--- config.mk ---
export PLATFORM = sky130hd
export DESIGN_NAME = cart_bank_xlat
export DESIGN_NICKNAME = d
export VERILOG_FILES = /design/src/rtl/cart_bank_xlat_pkg.sv /design/src/rtl/cart_bank_prg.sv /design/src/rtl/cart_bank_chr.sv /design/src/rtl/cart_bank_ram.sv /design/src/rtl/cart_bank_nt.sv /design/src/rtl/cart_bank_xlat.sv
export SDC_FILE = /design/constraint.sdc
export NUM_CORES = 1
export LEC_CHECK = 0
export CORE_ASPECT_RATIO = 0.75
export CORE_MARGIN = 2
export CORE_UTILIZATION = 36
export CTS_CLUSTER_SIZE = 8
export DETAILED_ROUTE_END_ITERATION = 10
export GPL_TIMING_DRIVEN = 1
export PLACE_DENSITY = 0.88
export SYNTH_ARGS = -nofsm -noshare
export SYNTH_HDL_FRONTEND = slang
export SYNTH_SLANG_ARGS = --single-unit
--- constraint.sdc ---
create_clock -name clk -period 1.7 [get_ports clk]
set_clock_uncertainty 0.2 [all_clocks]
set_input_delay 0.255 -clock clk [delete_from_list [all_inputs] [get_ports clk]]
set_output_delay 0.255 -clock clk [all_outputs]
set_load 0.05 [all_outputs]
--- src/rtl/cart_bank_xlat_pkg.sv ---
package cart_bank_xlat_pkg;

    localparam int REG_W      = 5;
    localparam int CPU_AW     = 16;
    localparam int PPU_AW     = 14;
    localparam int PRG_BANK_W = 5;
    localparam int PRG_OFS_W  = 14;
    localparam int PRG_AW     = PRG_BANK_W + PRG_OFS_W;
    localparam int CHR_BANK_W = 5;
    localparam int CHR_OFS_W  = 12;
    localparam int CHR_AW     = CHR_BANK_W + CHR_OFS_W;
    localparam int RAM_BANK_W = 2;
    localparam int RAM_OFS_W  = 13;
    localparam int RAM_AW     = RAM_BANK_W + RAM_OFS_W;

    typedef enum logic [1:0] {
        MIR_ONE_A = 2'd0,
        MIR_ONE_B = 2'd1,
        MIR_VERT  = 2'd2,
        MIR_HORZ  = 2'd3
    } mirror_e;

    typedef enum logic [1:0] {
        RAM_8K        = 2'd0,
        RAM_16K_SPLIT = 2'd1,
        RAM_16K_FLAT  = 2'd2,
        RAM_32K       = 2'd3
    } ram_cfg_e;

    typedef struct packed {
        logic              prg_ce;
        logic [PRG_AW-1:0] prg_addr;
        logic              ram_ce;
        logic              ram_batt;
        logic [RAM_AW-1:0] ram_addr;
        logic              chr_ce;
        logic [CHR_AW-1:0] chr_addr;
        logic              nt_ce;
        logic              nt_a10;
    } xlat_out_t;

endpackage

--- src/rtl/cart_bank_prg.sv ---
module cart_bank_prg #(
    parameter int BANK_W = 5
) (
    input  logic              fixed_map,
    input  logic              wide_mode,
    input  logic              low_slot_swap,
    input  logic [BANK_W-2:0] sel,
    input  logic              hi_bit,
    input  logic              a14,
    output logic [BANK_W-1:0] bank
);
    localparam int LO_W = BANK_W - 1;

    logic [LO_W-1:0] lo_d;
    logic            hi_d;

    always_comb begin
        hi_d = hi_bit;
        if (fixed_map) begin
            hi_d = 1'b0;
            lo_d = {{(LO_W-1){1'b0}}, a14};
        end else if (wide_mode) begin
            lo_d = {sel[LO_W-1:1], a14};
        end else if (low_slot_swap) begin
            lo_d = a14 ? {LO_W{1'b1}} : sel;
        end else begin
            lo_d = a14 ? sel : {LO_W{1'b0}};
        end
        bank = {hi_d, lo_d};
    end
endmodule

--- src/rtl/cart_bank_chr.sv ---
module cart_bank_chr #(
    parameter int BANK_W = 5
) (
    input  logic              four_k,
    input  logic [BANK_W-1:0] lo_reg,
    input  logic [BANK_W-1:0] hi_reg,
    input  logic              a12,
    output logic [BANK_W-1:0] bank
);
    always_comb begin
        if (four_k) begin
            bank = a12 ? hi_reg : lo_reg;
        end else begin
            bank = {lo_reg[BANK_W-1:1], a12};
        end
    end
endmodule

--- src/rtl/cart_bank_ram.sv ---
module cart_bank_ram
    import cart_bank_xlat_pkg::*;
#(
    parameter int BANK_W = 2
) (
    input  ram_cfg_e          layout,
    input  logic [BANK_W-1:0] sel,
    input  logic              battery,
    output logic [BANK_W-1:0] bank,
    output logic              batt
);
    always_comb begin
        bank = '0;
        batt = battery;
        unique case (layout)
            RAM_32K: begin
                bank = sel;
            end
            RAM_16K_SPLIT: begin
                bank[0] = sel[1];
                batt    = ~sel[1];
            end
            RAM_16K_FLAT: begin
                bank[0] = sel[0];
            end
            default: begin
                bank = '0;
            end
        endcase
    end
endmodule

--- src/rtl/cart_bank_nt.sv ---
module cart_bank_nt
    import cart_bank_xlat_pkg::*;
(
    input  mirror_e mode,
    input  logic    a10,
    input  logic    a11,
    output logic    line
);
    always_comb begin
        unique case (mode)
            MIR_ONE_A: line = 1'b0;
            MIR_ONE_B: line = 1'b1;
            MIR_VERT:  line = a10;
            default:   line = a11;
        endcase
    end
endmodule

--- src/rtl/cart_bank_xlat.sv ---
module cart_bank_xlat
    import cart_bank_xlat_pkg::*;
(
    input  logic              clk,
    input  logic              rst,
    input  logic [REG_W-1:0]  ctl_mode,
    input  logic [REG_W-1:0]  ctl_chr_lo,
    input  logic [REG_W-1:0]  ctl_chr_hi,
    input  logic [REG_W-1:0]  ctl_prg,
    input  logic              chr_hi_last,
    input  logic              cfg_prg_512k,
    input  logic              cfg_fixed32,
    input  logic              cfg_ram_force,
    input  logic              cfg_battery,
    input  logic [1:0]        cfg_ram_size,
    input  logic [CPU_AW-1:0] cpu_addr,
    input  logic [PPU_AW-1:0] ppu_addr,
    output logic              prg_ce,
    output logic [PRG_AW-1:0] prg_addr,
    output logic              ram_ce,
    output logic              ram_batt,
    output logic [RAM_AW-1:0] ram_addr,
    output logic              chr_ce,
    output logic [CHR_AW-1:0] chr_addr,
    output logic              nt_ce,
    output logic              nt_a10
);
    // Bit positions inside the control registers (decoded by this block).
    localparam int MB_SLOT   = 2;
    localparam int MB_PSIZE  = 3;
    localparam int MB_CSIZE  = 4;
    localparam int PB_RAMOFF = 4;
    localparam int XB_HIGH   = REG_W - 1;

    xlat_out_t out_d, out_q;

    logic                  use_hi_reg;
    logic                  borrow_hi;
    logic [RAM_BANK_W-1:0] borrow_ram;
    logic [PRG_BANK_W-1:0] prg_bank;
    logic [CHR_BANK_W-1:0] chr_bank;
    logic [RAM_BANK_W-1:0] ram_bank;
    logic                  ram_batt_sel;
    logic                  nt_line;
    logic                  ram_window;

    // Borrowed register: upper character register only if it was last
    // written and the character space is split into 4 KB halves.
    always_comb begin
        use_hi_reg = chr_hi_last & ctl_mode[MB_CSIZE];
        borrow_hi  = use_hi_reg ? ctl_chr_hi[XB_HIGH] : ctl_chr_lo[XB_HIGH];
        borrow_ram = use_hi_reg ? ctl_chr_hi[3:2] : ctl_chr_lo[3:2];
    end

    cart_bank_prg #(.BANK_W(PRG_BANK_W)) u_prg (
        .fixed_map     (cfg_fixed32),
        .wide_mode     (~ctl_mode[MB_PSIZE]),
        .low_slot_swap (ctl_mode[MB_SLOT]),
        .sel           (ctl_prg[PRG_BANK_W-2:0]),
        .hi_bit        (cfg_prg_512k & borrow_hi),
        .a14           (cpu_addr[PRG_OFS_W]),
        .bank          (prg_bank)
    );

    cart_bank_chr #(.BANK_W(CHR_BANK_W)) u_chr (
        .four_k (ctl_mode[MB_CSIZE]),
        .lo_reg (ctl_chr_lo),
        .hi_reg (ctl_chr_hi),
        .a12    (ppu_addr[CHR_OFS_W]),
        .bank   (chr_bank)
    );

    cart_bank_ram #(.BANK_W(RAM_BANK_W)) u_ram (
        .layout  (ram_cfg_e'(cfg_ram_size)),
        .sel     (borrow_ram),
        .battery (cfg_battery),
        .bank    (ram_bank),
        .batt    (ram_batt_sel)
    );

    cart_bank_nt u_nt (
        .mode (mirror_e'(ctl_mode[1:0])),
        .a10  (ppu_addr[10]),
        .a11  (ppu_addr[11]),
        .line (nt_line)
    );

    always_comb begin
        ram_window = (cpu_addr[CPU_AW-1:RAM_OFS_W] == 3'b011);

        out_d          = '0;
        out_d.prg_ce   = cpu_addr[CPU_AW-1];
        out_d.prg_addr = {prg_bank, cpu_addr[PRG_OFS_W-1:0]};
        out_d.ram_ce   = ram_window & (~ctl_prg[PB_RAMOFF] | cfg_ram_force);
        out_d.ram_batt = ram_batt_sel;
        out_d.ram_addr = {ram_bank, cpu_addr[RAM_OFS_W-1:0]};
        out_d.chr_ce   = ~ppu_addr[PPU_AW-1];
        out_d.chr_addr = {chr_bank, ppu_addr[CHR_OFS_W-1:0]};
        out_d.nt_ce    = ppu_addr[PPU_AW-1];
        out_d.nt_a10   = nt_line;
    end

    always_ff @(posedge clk) begin
        if (rst) begin
            out_q <= '0;
        end else begin
            out_q <= out_d;
        end
    end

    assign prg_ce   = out_q.prg_ce;
    assign prg_addr = out_q.prg_addr;
    assign ram_ce   = out_q.ram_ce;
    assign ram_batt = out_q.ram_batt;
    assign ram_addr = out_q.ram_addr;
    assign chr_ce   = out_q.chr_ce;
    assign chr_addr = out_q.chr_addr;
    assign nt_ce    = out_q.nt_ce;
    assign nt_a10   = out_q.nt_a10;
endmodule

# Word level (Yosys, flattened, before mapping)
# Cells that the tools add are included.
word_totals:
  in_bits: 59
  wordCells: 41
  n_memories: 0
  register_bits: 57
  out_inout_bits: 57
  ram_bits: 0
  mem_bits_ro: 0
  latch_bits: 0
op_classes:
  div_mod_pow: 0
  shift: 0
  magnitude_cmp: 0
  mux: 12
  add_sub_neg: 0
  mul: 0
  n_reduce_logical: 4
  bitwise: 8
  eq_ne: 6
op_table:
  columns: ["cell", "count"]
  rows:
  - ["$mux W4", 4]
  - ["$mux W5", 2]
  - ["$eq A2 B2 Y1 const B", 3]
  - ["$reduce_or A2 Y1", 3]
  - ["$eq A2 B1 Y1 const B", 2]
  - ["$not A1 Y1", 4]
  - ["$and A1 B1 Y1", 3]
  - ["$eq A3 B2 Y1 const B", 1]
  - ["$mux W1", 3]
  - ["$pmux W1 S3", 1]
  - ["$logic_not A2 Y1", 1]
  - ["$mux W2", 1]
  - ["$pmux W1 S2", 1]
  - ["$or A1 B1 Y1", 1]

# Depth between registers and ports, before layout
logic_depth:
  depth_word: 4
  mapped_depth: 4

# Modules after synthesis
# Synthesis repeated with hierarchy kept, for this count alone.
unflattened:
  hier_cells: 148
  hier_area_um2: 1566.5
by_module_without_submodules:
  columns: ["mod", "instances", "cells_each", "seq_area_each_um2", "area_each_um2"]
  rows:
  - ["cart_bank_xlat", 1, 113, 880.8, 1331.3]
  - ["cart_bank_prg", 1, 17, 0.0, 91.3]
  - ["cart_bank_chr", 1, 8, 0.0, 81.3]
  - ["cart_bank_ram", 1, 7, 0.0, 47.5]
  - ["cart_bank_nt", 1, 3, 0.0, 15.0]

# Least setup slack after synthesis
# OpenSTA, ideal clock, no wires.
synth_timing:
  path_type: "register to output"
  start: "register prg_addr[0] (netlist name)"
  end: "output ram_addr[0]"
  slack_ps: 351
  n_path_buf: 1
  arrival_time_ps: 894
  stages_incl_launch_ff: 2
  path_cell_list: "dfxtp_1 > buf_4"
synth_lines:
  columns: ["item", "line_no", "rtl"]
  rows:
  - ["to (decl)", "cart_bank_xlat.sv:22", "output logic [RAM_AW-1:0] ram_addr,"]

# Worst setup path after layout
layout_timing:
  start: "input ctl_mode[4]"
  end: "register out_q (netlist bit ram_addr[14])"
layout_via:
  elab_chain_len: 2
layout_rtl:
  columns: ["item", "line_no", "rtl"]
  rows:
  - ["from (decl)", "cart_bank_xlat.sv:6", "input logic [REG_W-1:0] ctl_mode,"]
  - ["$and A1 B1 Y1", "cart_bank_xlat.sv:50", "use_hi_reg = chr_hi_last & ctl_mode[MB_CSIZE];"]
  - ["$mux W2", "cart_bank_xlat.sv:52", "borrow_ram = use_hi_reg ? ctl_chr_hi[3:2] : ctl_chr_lo[3:2];"]
  - ["to (signal assigned)", "cart_bank_xlat.sv:107", "out_q <= out_d;"]
  - ["to (decl)", "cart_bank_xlat.sv:35", "xlat_out_t out_d, out_q;"]
# No other way between the ends.
# A chain may end at the register's enable or synchronous reset.

==> reports/qor.csv <==
stage;metric;value;unit
detailed_routing;wl;3.739;mm
yosys;synth_top_area_share;0.5813;
worst_hold_path;hp-class;input pin to flip-flop;
placement;numPortBuffers;115;
power_and_ir_drop;p_leak;1.193;nW
detailed_routing;m1WireLength;1.580;mm
sta;rsz0062_at_grt;no;
yosys;async_flop_share;0;
yosys;synth_top_cell_by_area;dfxtp_1;
global_route;grt_pass1_vias;1241;
yosys;synthTopCellsByCount;dfxtp_1 (44), nor2b_1 (27), buf_4 (13);
cts;cts_setup_buffers;0;
sta;tightestPinTransition;0.2191;ns
floorplanning;fp-row-count;20;
finish;layout-drive-gt1-share;0.2795;
cts;cts_tree;built;
power_and_ir_drop;power.density;941.5;mW/mm^2
cts;clk_pin_slew_worst_paths;0.08;ns
sta;slew_headroom;0.8497;
cts;hold_buffers;0;
detailed_routing;num_vias;1362;
global_route;grt_pass1_wl;5.568;mm
yosys;syn-cell-area;0.001515;sq mm
status;status;finished clean;
yosys;ys_types;25;
global_route;grt_use_total;0.1560;
detailed_routing;top_layer_used;met4;
detailed_routing;drc;0;
detailed_routing;drt_iter0_markers;23;
floorplanning;coreArea;0.004054;sq mm
global_route;grt_overflow;0;
power_and_ir_drop;peakVddDrop;0.4761;mV
sta;fmax;719.4;MHz
detailed_routing;avgViaCountPerCell;4.408;
floorplanning;die_h;60.19;microns
yosys;synth_warnings;0;
sta;setup_slack;0.3100;ns
worst_setup_path;worstPathMaxFanout;5;
yosys;synthesis.nets;204;
yosys;ys_seq_area_frac;0.5813;
worst_setup_path;crit_type;input pin to flip-flop;
worst_setup_path;worst-endpoint-required;1.68;ns
sta;tns;0;ns
global_route;grt_max_degree;26;
sta;period_share;0.8176;
cts;post_cts_resized;0;
power_and_ir_drop;power;2.505;mW
worst_setup_path;critPathLaunchType;input pin;
floorplanning;die_w;78.91;microns
floorplanning;dieArea;0.004749;sq mm
flow_run;maxCapViolations;0;
global_route;grt_antenna_before_repair;0;
yosys;synth_most_common_cell;dfxtp_1;
finish;largest_reg_flops;19;
yosys;ys_seq_elements;44;
yosys;synth_cells;145;
placement;pre_cts_ws;0.02838;ns
worst_setup_path;worstPathArrival;1.37;ns
placement;place_congestion;0.8011;
detailed_routing;met3_wirelength;425;microns
finish;syn_to_final_growth;75.56;%
yosys;synth_edf_count;0;
detailed_routing;post_drt_wl_per_cell;12.10;microns
cts;cts-htree-levels;2;
worst_setup_path;slowest_delay;0.60;ns
floorplanning;start_util;0.3738;
worst_setup_path;timing.critical_path.to;ram_addr[14];
cts;cts.path.max_buffers;2;
yosys;synth_flop_cell;dfxtp_1;
cts;root_buffer;clkbuf_8;
detailed_routing;antenna_left;0;
finish;antenna_cells;0;
sta;setup_violations;0;
finish;finalNetCount;312;
sta;min_period;1.390;ns
sta;drv_slew;0;
worst_setup_path;critPathSlowestCell;clkdlybuf4s50_1;
detailed_routing;met2WireLength;1.723;mm
floorplanning;num_io_pins;116;
sta;finalHoldViolCount;0;
cts;cts_sinks;44;
cts;cts_buffers;5;
yosys;synthTopCellsByArea;dfxtp_1 (58%), nor2b_1 (11%), buf_4 (6.4%);
worst_setup_path;endpoint_kind;flip-flop;
placement;hpwl;3.023;mm
detailed_routing;drt_pass1_iterations;4;
worst_setup_path;crit_path_cell_trace;clkdlybuf4s50_1 -> nand2_4 -> mux2i_1 -> and4b_1;
worst_setup_path;critPathLaunch;ctl_mode[4];
yosys;synth.avg_cell_area;10.45;sq um
worst max-delay path: cells and delay by family:
kind	cells	cell delay, ns
buffers and inverters	1	0.60
AND/OR/NAND/NOR	2	0.31
multiplexers	1	0.21
stage by stage:
| step | utilization | instances | instance area, sq um | hold slack, ns |
|---|---|---|---|---|
| 6_report | 0.6562 | 309 | 2660 | 0.3173 |
| 4_1_cts | 0.6562 | 309 | 2660 | 0.3075 |
| 2_1_floorplan | - | 145 | 1515 | 0.1274 |
| 3_5_place_dp | 0.6296 | 301 | 2552 | 0.5054 |
| 5_1_grt | 0.6562 | 309 | 2660 | 0.3009 |
| 3_3_place_gp | 0.6296 | 301 | 2552 | 0.5053 |
kinds of logic after synthesis:
group	Yosys count	share of synthesized area
mux	2	0.01321
compound gates	20	0.07350
simple gates	58	0.2370
flops	44	0.5813
buf+inv	21	0.09496
layout make-up:
cell class | instances | area, sq um
Clock buffer | 6 | 72.57
Clock inverter | 2 | 35.03
Fill cell | 350 | 1394
Inverter | 3 | 11.26
Timing Repair Buffer | 119 | 1101
Sequential cell | 44 | 880.8
Tap cell | 55 | 68.82
Multi-Input combinational cell | 80 | 490.5
report_power, final:
group	switching, mW	total [mW]	internal, mW
Sequential	0.0217	1.11	1.09
Combinational	0.363	0.634	0.271
Clock	0.325	0.761	0.436
worst min path at each step:
stage | from | end | slack [ns] | cells past startpoint
after global placement | chr_ce | chr_ce | 0.51 | 1
after detailed placement | prg_ce | prg_ce | 0.51 | 1
final | ppu_addr[2] | chr_addr[2] | 0.32 | 2
after floorplan | ppu_addr[13] | chr_ce | 0.13 | 1
after CTS | ppu_addr[13] | chr_ce | 0.31 | 2
after global routing | ppu_addr[3] | chr_addr[3] | 0.30 | 2
cell usage in the layout (no fill, tap or decap), drive strengths merged, types with 3 or more instances in the layout:
cell type | Yosys | final
a21oi | 10 | 10
buf | 16 | 61
clkbuf | 2 | 6
clkdlybuf4s50 | 0 | 58
dfxtp | 44 | 44
inv | 3 | 3
nand2 | 10 | 10
nand2b | 3 | 3
nand3 | 5 | 5
nor2b | 27 | 27
o21ai | 7 | 7
metal layers:
metal,vias to the layer above,track usage
li1,678,-
met1,610,0.1788
met2,72,0.2686
met3,2,0.06949
met4,0,0.04433
met5,-,0
Power figures use the tool's default switching activity.
